`src/rtl/dds_dec_pkg.sv`:
```
package dds_dec_pkg;

    localparam int CMD_W   = 16;
    localparam int HALF_W  = 14;
    localparam int FREQ_W  = 2 * HALF_W;
    localparam int PHASE_W = 12;
    localparam int CTRL_W  = 14;
    localparam int N_FREQ  = 2;
    localparam int N_PHASE = 2;

    // control bit positions (decoded by the loader and the select outputs)
    localparam int CB_PAIRED = 13;
    localparam int CB_MSB    = 12;
    localparam int CB_FSEL   = 11;
    localparam int CB_PSEL   = 10;

    typedef enum logic [1:0] {
        TGT_CTRL  = 2'b00,
        TGT_FREQ0 = 2'b01,
        TGT_FREQ1 = 2'b10,
        TGT_PHASE = 2'b11
    } tgt_e;

    typedef struct packed {
        logic                vld;
        tgt_e                tgt;
        logic                is_freq;
        logic                f_idx;
        logic                p_idx;
        logic [HALF_W-1:0]   half;
        logic [PHASE_W-1:0]  phase;
        logic [CTRL_W-1:0]   ctrl;
    } cmd_t;

endpackage

```
`src/rtl/dds_cmd_classify.sv`:
```
module dds_cmd_classify
    import dds_dec_pkg::*;
(
    input  logic             valid_i,
    input  logic [CMD_W-1:0] word_i,
    output cmd_t             cmd_o
);

    always_comb begin
        cmd_o         = '0;
        cmd_o.vld     = valid_i;
        cmd_o.tgt     = tgt_e'(word_i[CMD_W-1 -: 2]);
        cmd_o.is_freq = (cmd_o.tgt == TGT_FREQ0) || (cmd_o.tgt == TGT_FREQ1);
        cmd_o.f_idx   = (cmd_o.tgt == TGT_FREQ1);
        cmd_o.p_idx   = word_i[13];
        cmd_o.half    = word_i[HALF_W-1:0];
        cmd_o.phase   = word_i[PHASE_W-1:0];
        cmd_o.ctrl    = word_i[CTRL_W-1:0];
    end

endmodule

```
`src/rtl/dds_freq_loader.sv`:
```
module dds_freq_loader
    import dds_dec_pkg::*;
(
    input  logic              clk,
    input  logic              rst_n,
    input  cmd_t              cmd_i,
    input  logic              paired_i,
    input  logic              msb_i,
    output logic [FREQ_W-1:0] freq0_o,
    output logic [FREQ_W-1:0] freq1_o
);

    typedef struct packed {
        logic [N_FREQ-1:0][FREQ_W-1:0] freq;
        logic [HALF_W-1:0]             stage;
        logic                          pend;
        logic                          pend_idx;
    } fl_state_t;

    fl_state_t st_d, st_q;
    logic      completes;

    always_comb begin
        st_d      = st_q;
        completes = st_q.pend && (st_q.pend_idx == cmd_i.f_idx);
        if (cmd_i.vld) begin
            if (cmd_i.is_freq) begin
                if (paired_i) begin
                    if (completes) begin
                        st_d.freq[cmd_i.f_idx] = {cmd_i.half, st_q.stage};
                        st_d.pend              = 1'b0;
                    end else begin
                        st_d.stage    = cmd_i.half;
                        st_d.pend     = 1'b1;
                        st_d.pend_idx = cmd_i.f_idx;
                    end
                end else begin
                    st_d.pend = 1'b0;
                    if (msb_i) begin
                        st_d.freq[cmd_i.f_idx][FREQ_W-1:HALF_W] = cmd_i.half;
                    end else begin
                        st_d.freq[cmd_i.f_idx][HALF_W-1:0] = cmd_i.half;
                    end
                end
            end else begin
                st_d.pend = 1'b0;
            end
        end
    end

    always_ff @(posedge clk) begin
        if (!rst_n) st_q <= '0;
        else        st_q <= st_d;
    end

    assign freq0_o = st_q.freq[0];
    assign freq1_o = st_q.freq[1];

    AST_NONFREQ_KEEPS_FREQ: assert property (@(posedge clk) disable iff (!rst_n)
        (cmd_i.vld && !cmd_i.is_freq) |=> ($stable(freq0_o) && $stable(freq1_o)));

    AST_FIRST_HALF_NO_COMMIT: assert property (@(posedge clk) disable iff (!rst_n)
        (cmd_i.vld && cmd_i.is_freq && paired_i && !(st_q.pend && st_q.pend_idx == cmd_i.f_idx))
        |=> ($stable(freq0_o) && $stable(freq1_o)));

    AST_MSB_WRITE_KEEPS_LSB: assert property (@(posedge clk) disable iff (!rst_n)
        (cmd_i.vld && cmd_i.is_freq && !paired_i && msb_i && !cmd_i.f_idx)
        |=> (freq0_o[HALF_W-1:0] == $past(freq0_o[HALF_W-1:0])));

    AST_LSB_WRITE_KEEPS_MSB: assert property (@(posedge clk) disable iff (!rst_n)
        (cmd_i.vld && cmd_i.is_freq && !paired_i && !msb_i && cmd_i.f_idx)
        |=> (freq1_o[FREQ_W-1:HALF_W] == $past(freq1_o[FREQ_W-1:HALF_W])));

endmodule

```
`src/rtl/dds_phase_bank.sv`:
```
module dds_phase_bank
    import dds_dec_pkg::*;
(
    input  logic               clk,
    input  logic               rst_n,
    input  cmd_t               cmd_i,
    output logic [PHASE_W-1:0] phase0_o,
    output logic [PHASE_W-1:0] phase1_o
);

    typedef struct packed {
        logic [N_PHASE-1:0][PHASE_W-1:0] ph;
    } pb_state_t;

    pb_state_t st_d, st_q;

    always_comb begin
        st_d = st_q;
        if (cmd_i.vld && cmd_i.tgt == TGT_PHASE) begin
            st_d.ph[cmd_i.p_idx] = cmd_i.phase;
        end
    end

    always_ff @(posedge clk) begin
        if (!rst_n) st_q <= '0;
        else        st_q <= st_d;
    end

    assign phase0_o = st_q.ph[0];
    assign phase1_o = st_q.ph[1];

    AST_PHASE0_WRITE_KEEPS_P1: assert property (@(posedge clk) disable iff (!rst_n)
        (cmd_i.vld && cmd_i.tgt == TGT_PHASE && !cmd_i.p_idx) |=> $stable(phase1_o));

    AST_PHASE1_WRITE_KEEPS_P0: assert property (@(posedge clk) disable iff (!rst_n)
        (cmd_i.vld && cmd_i.tgt == TGT_PHASE && cmd_i.p_idx) |=> $stable(phase0_o));

endmodule

```
`src/rtl/dds_reg_decoder.sv`:
```
module dds_reg_decoder
    import dds_dec_pkg::*;
(
    input  logic               clk,
    input  logic               rst_n,
    input  logic               cmd_valid,
    input  logic [CMD_W-1:0]   cmd_word,
    output logic [CTRL_W-1:0]  ctrl_word,
    output logic [FREQ_W-1:0]  freq0,
    output logic [FREQ_W-1:0]  freq1,
    output logic [PHASE_W-1:0] phase0,
    output logic [PHASE_W-1:0] phase1,
    output logic               freq_sel,
    output logic               phase_sel
);

    cmd_t              cmd;
    logic [CTRL_W-1:0] ctrl_d, ctrl_q;

    dds_cmd_classify u_classify (
        .valid_i (cmd_valid),
        .word_i  (cmd_word),
        .cmd_o   (cmd)
    );

    always_comb begin
        ctrl_d = ctrl_q;
        if (cmd.vld && cmd.tgt == TGT_CTRL) ctrl_d = cmd.ctrl;
    end

    always_ff @(posedge clk) begin
        if (!rst_n) ctrl_q <= '0;
        else        ctrl_q <= ctrl_d;
    end

    dds_freq_loader u_freq (
        .clk      (clk),
        .rst_n    (rst_n),
        .cmd_i    (cmd),
        .paired_i (ctrl_q[CB_PAIRED]),
        .msb_i    (ctrl_q[CB_MSB]),
        .freq0_o  (freq0),
        .freq1_o  (freq1)
    );

    dds_phase_bank u_phase (
        .clk      (clk),
        .rst_n    (rst_n),
        .cmd_i    (cmd),
        .phase0_o (phase0),
        .phase1_o (phase1)
    );

    assign ctrl_word = ctrl_q;
    assign freq_sel  = ctrl_q[CB_FSEL];
    assign phase_sel = ctrl_q[CB_PSEL];

    AST_SELECTS_FOLLOW_CTRL: assert property (@(posedge clk) disable iff (!rst_n)
        (cmd_valid && cmd_word[15:14] == 2'b00)
        |=> (freq_sel == $past(cmd_word[11]) && phase_sel == $past(cmd_word[10])));

    AST_IDLE_NO_CHANGE: assert property (@(posedge clk) disable iff (!rst_n)
        !cmd_valid |=> ($stable(ctrl_word) && $stable(freq0) && $stable(freq1)
                        && $stable(phase0) && $stable(phase1)));

endmodule

```
`config.mk`:
```
export PLATFORM = sky130hd
export DESIGN_NAME = dds_reg_decoder
export DESIGN_NICKNAME = d
export VERILOG_FILES = /design/src/rtl/dds_dec_pkg.sv /design/src/rtl/dds_cmd_classify.sv /design/src/rtl/dds_freq_loader.sv /design/src/rtl/dds_phase_bank.sv /design/src/rtl/dds_reg_decoder.sv
export SDC_FILE = /design/constraint.sdc
export NUM_CORES = 1
export LEC_CHECK = 0
export ABC_AREA = 1
export CAP_MARGIN = 20
export CORE_ASPECT_RATIO = 0.7
export CORE_MARGIN = 2
export CORE_UTILIZATION = 50
export CTS_CLUSTER_DIAMETER = 120
export CTS_CLUSTER_SIZE = 10
export DETAILED_ROUTE_END_ITERATION = 16
export GPL_TIMING_DRIVEN = 0
export PLACE_DENSITY = 0.79
export SLEW_MARGIN = 20
export SYNTH_ARGS = -nofsm -noshare
export SYNTH_HDL_FRONTEND = slang
export SYNTH_SLANG_ARGS = --single-unit
export TNS_END_PERCENT = 50
```
`constraint.sdc`:
```
create_clock -name clk -period 1.8 [get_ports clk]
set_input_delay 0.36 -clock clk [delete_from_list [all_inputs] [get_ports clk]]
set_output_delay 0.36 -clock clk [all_outputs]
set_load 0.05 [all_outputs]
```
# After elaboration in Yosys (flattened, before gate mapping)
# Cells that the tools add are included.
[totals]
inputBits = 19
latchBits = 0
mem_bits_ro = 0
regBits = 110
memories = 0
mem_bits_rw = 0
[classes]
n_mul = 0
div_mod_pow = 0
eq_ne = 5
bitwise_logic = 1
n_addsub = 0
magnitude_cmp = 4
n_shift = 0
mux = 18
reduce_logical = 9
[op_table]
columns = ["operator", "n"]
rows = [
  ["$bwmux W56", 3],
  ["$mux W56", 3],
  ["$demux W28 S1", 3],
  ["$mux W28", 2],
  ["$bwmux W24", 1],
  ["$mux W14", 1],
  ["$demux W12 S1", 1],
  ["$mux W12", 1],
  ["$logic_and A1 B1 Y1", 5],
  ["$eq A2 B2 Y1 const B", 2],
  ["$lt A1 B2 Y1 const B", 2],
  ["$reduce_and A4 Y1", 1],
  ["$mux W1", 3],
  ["$reduce_and A3 Y1", 1],
  ["$eq A2 B1 Y1 const B", 1],
  ["$ge A1 B1 Y1 const B", 2],
  ["$logic_not A2 Y1", 1],
  ["$ne A2 B1 Y1 const B", 1],
  ["$eq A1 B1 Y1", 1],
  ["$logic_or A1 B1 Y1", 1],
  ["$not A1 Y1", 1],
]

# Depth between registers and ports, before layout
# Gate-level depths: netlist (run 1).
[logic_depth]
depth_word = 8
mapped_depth = 11

# By module
# A second synthesis (run 1) with hierarchy kept.
[hier_totals]
hier_cells = 857
area_unflattened_um2 = 5925.7
[by_module_without_submodules]
columns = ["mod", "cells_per_inst", "instances", "area_per_inst_um2", "seq_area_each_um2"]
rows = [
  ["dds_freq_loader", 570, 1, 3901.2, 1441.4],
  ["dds_phase_bank", 147, 1, 1018.5, 480.5],
  ["dds_reg_decoder", 93, 1, 655.6, 280.3],
  ["dds_cmd_classify", 47, 1, 350.3, 0.0],
]

# Least setup slack after synthesis (run 1)
# OpenSTA, ideal clock, no wires.
[synth_path]
kind = "input to register"
startpoint = "input cmd_word[14]"
endpoint = "register u_freq.st_q, in the netlist u_freq.freq0_o[20]"
setup_time_ns = 0.132
path_slack_ns = 0.234
arrival_ns = 1.434
cell_stages = 10
cell_sequence = "inv_1 > ha_1 > inv_2 > nand2_1 > nand3_2 > nand2_4 > nand3_2 > buf_2 > nand2_1 > a21oi_1"
[synth_lines]
columns = ["item", "line", "text"]
rows = [
  ["start: declaration", "dds_reg_decoder.sv:7", "input logic [CMD_W-1:0] cmd_word,"],
  ["end signal: assignment", "dds_freq_loader.sv:53", "else st_q <= st_d;"],
  ["end: declaration", "dds_freq_loader.sv:20", "fl_state_t st_d, st_q;"],
]

# Worst setup path after layout (run 1)
[layout_path]
startpoint = "register ctrl_q[12], in the netlist ctrl_word[12]"
endpoint = "output ctrl_word[12]"
[layout_lines]
columns = ["item", "line", "text"]
rows = [
  ["start: declaration", "dds_reg_decoder.sv:18", "logic [CTRL_W-1:0] ctrl_d, ctrl_q;"],
  ["start signal: assignment", "dds_reg_decoder.sv:33", "else ctrl_q <= ctrl_d;"],
  ["end: declaration", "dds_reg_decoder.sv:8", "output logic [CTRL_W-1:0] ctrl_word,"],
]
# No word-level cell between the ends.

==> impl_metrics.toml, run 1 <==
[outcome]
run_status = "finished, final reports clean"

[worst_setup_path]
cp_data_arrival_time_ps = 1410
max_stage_delay_ps = 530
startpoint = "ctrl_word[12]"
slowest_stage = "dlygate4sd2_1"
crit_fanout = 3
end_kind = "output port"
worstSetupPathType = "register to output port"
worst-path-buf-inv = 2
cp-start-kind = "register"
path_cells = "buf_4 -> dlygate4sd2_1"
crit_required_ps = 1440
crit_family = "buffers and inverters"
r2r_start = "ctrl_word[13]"
r2r_slack_ps = 70

[route]
drt_wl_total_mm = 16.16
dr_wl_met3_mm = 1.736
drtAntennaViolNets = 0
vias_per_cell = 5.446
drc = 0
firstDrtPassIters = 8
wl_met1_mm = 7.049
drt_iter0_markers = 615
highest_layer = "met4"
post_drt_wl_per_cell_um = 16.16
wl_met2_mm = 6.957
route.vias.total = 5446

[layout]
finalInstanceArea_um2 = 6865
num_antenna_cells = 0
final_nets = 885
drive_gt1_share_pct = 14.29
final_cell_mix = "nand2_1, dfxtp_1, a21oi_1"
syn_to_final_growth_pct = 30.89
layout_commonest_cell = "nand2_1"

[logic_synthesis]
yosysTopAreaCell = "dfxtp_1"
synthCells = 735
ys.warnings.count = 0
synth_area_leaders = "dfxtp_1, a21oi_1, nand2_1"
postSynthRegisterBits = 110
synth.distinct_cells = 19
yosysTopAreaCellShare_pct = 41.98
syn_area_um2 = 5245
ys_seq_area_share_pct = 41.98
syn_avg_cell_area_um2 = 7.136
syn-num-nets = 757

[sta]
rsz0062_at_grt = "false"
worst_slack_ps = 30.29
worst_pin_slew_ps = 587.5
finClkSkew_ps = 4.226
hold_violations = 0
finalCriticalPeriod_ps = 1770
timing.final.crit_share_pct = 98.32
fmax_mhz = 565.1
slew_headroom_pct = 60.83
setup_viol = 0
drv_slew = 0

[floorplan]
die_h_um = 89.69
die_x_um = 126.4
design.die.area_um2 = 11340
rows = 31
core_area_um2 = 10280
top_level_ports = 115
start_util_pct = 51.03

[clocking]
cts_root_buffer = "clkbuf_16"
cts_tree = "done"
path_clk_slew_ps = 70
h-tree-depth = 3
clockBufferDepth = 2
cts.sinks = 110
clk_latency_ps = 350
holdBufCountCts = 0
cts_buffers = 9

[power_and_ir_drop]
p_int_w = 0.004099
clkPwrFrac_pct = 37.5
pwr_density_cell_nw_per_um2 = 840.7
combPwrFrac_pct = 18.1
p_seq_share_pct = 44.4
leakage_nw = 3.321
switching_power_w = 0.001673
netSwitchingFraction_pct = 28.98
peakVddDrop_mv = 0.5017

[worst_hold_path]
hp-start = "u_freq.st_q[5]"
hold_path_class = "register to register"

[global_route]
grt_max_degree = 18
grt_pass1_vias = 5013
grt_pass1_wl_mm = 25.15
grt_overflow_total = 0
track_usage_pct = 28.49
antenna_found_initial = 0

[placement]
finalWeightedCongestion = 0.8930
dp_slack_ps = -530.8
placed_area_um2 = 6531
port_buffers = 112
dp_hpwl_mm = 11.68

[run]
max_cap_violations = 0
[flip-flops by register name (all words and copies together) (netlist names)]
signal / flops
ctrl_word: 14
u_freq.freq0_o: 28
u_phase.phase1_o: 12
u_phase.phase0_o: 12
u_freq.st_q: 16
u_freq.freq1_o: 28
[Yosys cell counts (all sizes together)]
master,n
nand2,134
dfxtp,110
nand4,30
nor2,57
ha,3
a21oi,110
buf,81
nand3,15
clkbuf,31
o21ai,69
inv,81
o22ai,14
[area by class of cell]
type	count	area, um^2
flip-flops and latches	110	2202
inverters	81	306.5
well taps	132	165.2
fillers	919	3413
clock buffers	12	246.5
plain buffers	111	744.5
multi-input cells	432	2078
repair buffers	118	1045
clock inverters	4	77.57
[routing by layer]
metal | global-route usage (%) | vias up
li1 | - | 2572
met1 | 39.10 | 2505
met2 | 44.00 | 317
met3 | 7.583 | 52
met4 | 9.790 | 0
met5 | 0 | -
[worst reg2reg max path, stage by stage (launching register included)]
cell and delay, ps:
dfxtp_1 460, inv_2 130, nand2_1 320, clkbuf_1 410
nand4_1 200, a21oi_1 150
[timing repair]
action,CTS,global route
gates resized for setup,122,17
pin swaps,1,0
endpoints found under the setup margin,166,92
setup buffers,4,2
[power groups by stage]
stage | Combinational (W) | Sequential (W) | Clock [W]
2_1_floorplan | 0.000610 | 0.00270 | 0
3_3_place_gp | 0.00102 | 0.00262 | 0
3_5_place_dp | 0.00104 | 0.00262 | 0
4_1_cts | 0.00102 | 0.00256 | 0.00218
5_1_grt | 0.00111 | 0.00257 | 0.00228
6_report | 0.00104 | 0.00256 | 0.00217
[metrics by stage]
stage / std cells / hold slack [ps] / utilization, % / setup TNS, ps / total power, W
final: 1000 / 459.1 / 66.79 / 0 / 0.005771
after global routing: 1000 / 486.4 / 66.79 / 0 / 0.005963
after CTS: 999 / 457.2 / 66.48 / 0 / 0.005756
after detailed placement: 979 / 449.1 / 63.54 / -41280 / 0.003655
after global placement: 979 / 440.2 / 63.54 / -33160 / 0.003632
after floorplan: 735 / 430.4 / - / 0 / 0.003313
[worst paths after layout]
path                        endpoint  cells past startpoint
hold reg to reg       u_freq.st_q[5]                      2
hold / removal        u_freq.st_q[5]                      2
setup / recovery       ctrl_word[12]                      2
setup reg to reg  u_freq.freq0_o[24]                      5
[logic make-up (layout without fill, tap and decap cells)]
| group | after synthesis | count (layout) | synth area share [%] |
|---|---|---|---|
| fa+ha+maj | 3 | 3 | 0.7157 |
| simple gates | 236 | 236 | 19.59 |
| compound gates | 193 | 193 | 18.75 |
| buf+inv | 193 | 326 | 18.96 |
| flops | 110 | 110 | 41.98 |
No activity file was read; power rests on OpenSTA's default activity.
==> inputs of run 2 (changes only) <==
--- a/config.mk
+++ b/config.mk
@@ -6,7 +6,6 @@
 export NUM_CORES = 1
 export LEC_CHECK = 0
 export ABC_AREA = 1
-export CAP_MARGIN = 20
 export CORE_ASPECT_RATIO = 0.7
 export CORE_MARGIN = 2
 export CORE_UTILIZATION = 50
@@ -14,6 +13,7 @@
 export CTS_CLUSTER_SIZE = 10
 export DETAILED_ROUTE_END_ITERATION = 16
 export GPL_TIMING_DRIVEN = 0
+export MAX_ROUTING_LAYER = met4
 export PLACE_DENSITY = 0.79
 export SLEW_MARGIN = 20
 export SYNTH_ARGS = -nofsm -noshare
==> run 2 against run 1 <==
Against the previous run: final cell count did not move; design area fell by 0.29%; clock-buffer cell count rose by 1; clock power fell by 8%; die area did not move; via count fell by 1.5%; hold slack got worse by 3.6 ps; register-to-register slack improved by 80 ps.
==> impl_metrics.toml, run 2 (synthesis gave the netlist of run 1 again) <==
[layout]
drive_gt1_share_pct = 14.17
syn_to_final_growth_pct = 30.51
layout_commonest_cell = "nand2_1"
final_nets = 887
final_cell_mix = "nand2_1, a21oi_1, dfxtp_1"
layout.cells.non_filler = 1000
num_antenna_cells = 0

[floorplan]
rows = 31
start_util_pct = 51.03
design.die.area_um2 = 11340
top_level_ports = 115
die_x_um = 126.4
core_area_um2 = 10280
die_h_um = 89.69

[worst_setup_path]
end_kind = "output port"
crit_family = "buffers and inverters"
worst-path-buf-inv = 2
worstSetupPathType = "register to output port"
cp-start-kind = "register"
max_stage_delay_ps = 520
cp_data_arrival_time_ps = 1400
crit_fanout = 3
path_cells = "buf_4 -> dlygate4sd2_1"
crit_required_ps = 1440
slowest_stage = "dlygate4sd2_1"

[power_and_ir_drop]
pwr_density_cell_nw_per_um2 = 819.3
peakVddDrop_mv = 0.4474
leakage_nw = 3.309
netSwitchingFraction_pct = 29.04
p_int_w = 0.003979
combPwrFrac_pct = 18.7
clkPwrFrac_pct = 35.7
p_seq_share_pct = 45.7
switching_power_w = 0.001629

[global_route]
grt_max_degree = 16
grt_pass1_vias = 4940
grt_pass1_wl_mm = 24.94
track_usage_pct = 29.06
grt_overflow_total = 0
antenna_found_initial = 0

[route]
drt_iter0_markers = 465
vias_per_cell = 5.363
drc = 0
drtAntennaViolNets = 0
drt_wl_total_mm = 15.96
post_drt_wl_per_cell_um = 15.96
route.vias.total = 5363
firstDrtPassIters = 5

[worst_hold_path]
hold_path_class = "register to register"

[placement]
dp_hpwl_mm = 11.67
dp_slack_ps = -527.6
port_buffers = 112
dp.cells = 979
finalWeightedCongestion = 0.9121

[sta]
hold_violations = 0
worst_slack_ps = 35.64
rsz0062_at_grt = "false"
timing.final.crit_share_pct = 98.02
worst_pin_slew_ps = 637.7
fmax_mhz = 566.8
drv_slew = 0
setup_viol = 0
slew_headroom_pct = 57.49
finClkSkew_ps = 5.631
finalCriticalPeriod_ps = 1764
holdWs_ps = 455.5

[clocking]
cts.sinks = 110
cts_root_buffer = "clkbuf_16"
clk_latency_ps = 350
h-tree-depth = 3
cts_buffers = 9
holdBufCountCts = 0
cts_tree = "done"
clockBufferDepth = 2
path_clk_slew_ps = 70

[outcome]
run_status = "finished, final reports clean"

[run]
max_cap_violations = 0
run 2: metrics by stage:
step           cell area [um^2]  setup TNS [ps]  power [W]  util [%]
2_1_floorplan              5245               0   0.003313         -
3_3_place_gp               6531          -33750   0.003634     63.54
3_5_place_dp               6531          -40130   0.003655     63.54
4_1_cts                    6765          -7.945   0.005576     65.82
5_1_grt                    6845               0   0.005789     66.60
6_report                   6845               0   0.005608     66.60
run 2: cell type report:
type	instances	area, um^2
Clock buffer	13	260.3
Clock inverter	1	30.03
Fill cell	925	3433
Inverter	81	306.5
Multi-Input combinational cell	433	2093
Sequential cell	110	2202
Timing Repair Buffer	119	1051
Buffer	111	737.0
Tap cell	132	165.2
run 2: path summary, 6_finish.rpt:
kind / startpoint / end / slack [ps] / cells past startpoint
setup / recovery: u_freq.freq1_o[19] / freq1[19] / 40 / 2
hold / removal: u_phase.phase1_o[1] / u_phase.phase1_o[1] / 460 / 2
setup reg to reg: ctrl_word[12] / u_freq.freq1_o[23] / 150 / 6
hold reg to reg: u_phase.phase1_o[1] / u_phase.phase1_o[1] / 460 / 2
run 2: worst register-to-register path, stage by stage, from the launching register on:
cell and delay, ps:
dfxtp_1 330, inv_2 80, clkbuf_1 390, clkbuf_1 410, a21oi_1 140, nand4_1 100, a21oi_1 70
run 2: timing repair:
item,CTS,global route
gates cloned,0,2
pin swaps,0,1
gates resized for setup,118,19
hold endpoints to repair,0,0
setup endpoints to repair,167,96
setup buffers,2,4
run 2: power by group through the flow:
| stage | Combinational (W) | Sequential, W | Clock, W |
|---|---|---|---|
| 2_1_floorplan | 0.000610 | 0.00270 | 0 |
| 3_3_place_gp | 0.00102 | 0.00261 | 0 |
| 3_5_place_dp | 0.00104 | 0.00262 | 0 |
| 4_1_cts | 0.00101 | 0.00256 | 0.00201 |
| 5_1_grt | 0.00112 | 0.00257 | 0.00210 |
| 6_report | 0.00105 | 0.00256 | 0.00200 |
run 2: routing by layer:
metal / up-vias / GRT usage [%] / part of all wire, % / routed length, um
met5: - / - / 0 / 0
met4: 0 / 7.293 / 1.8 / 295
met3: 29 / 7.109 / 9.2 / 1463
met2: 271 / 43.51 / 43 / 6850
met1: 2487 / 39.76 / 46 / 7349
li1: 2576 / - / - / -
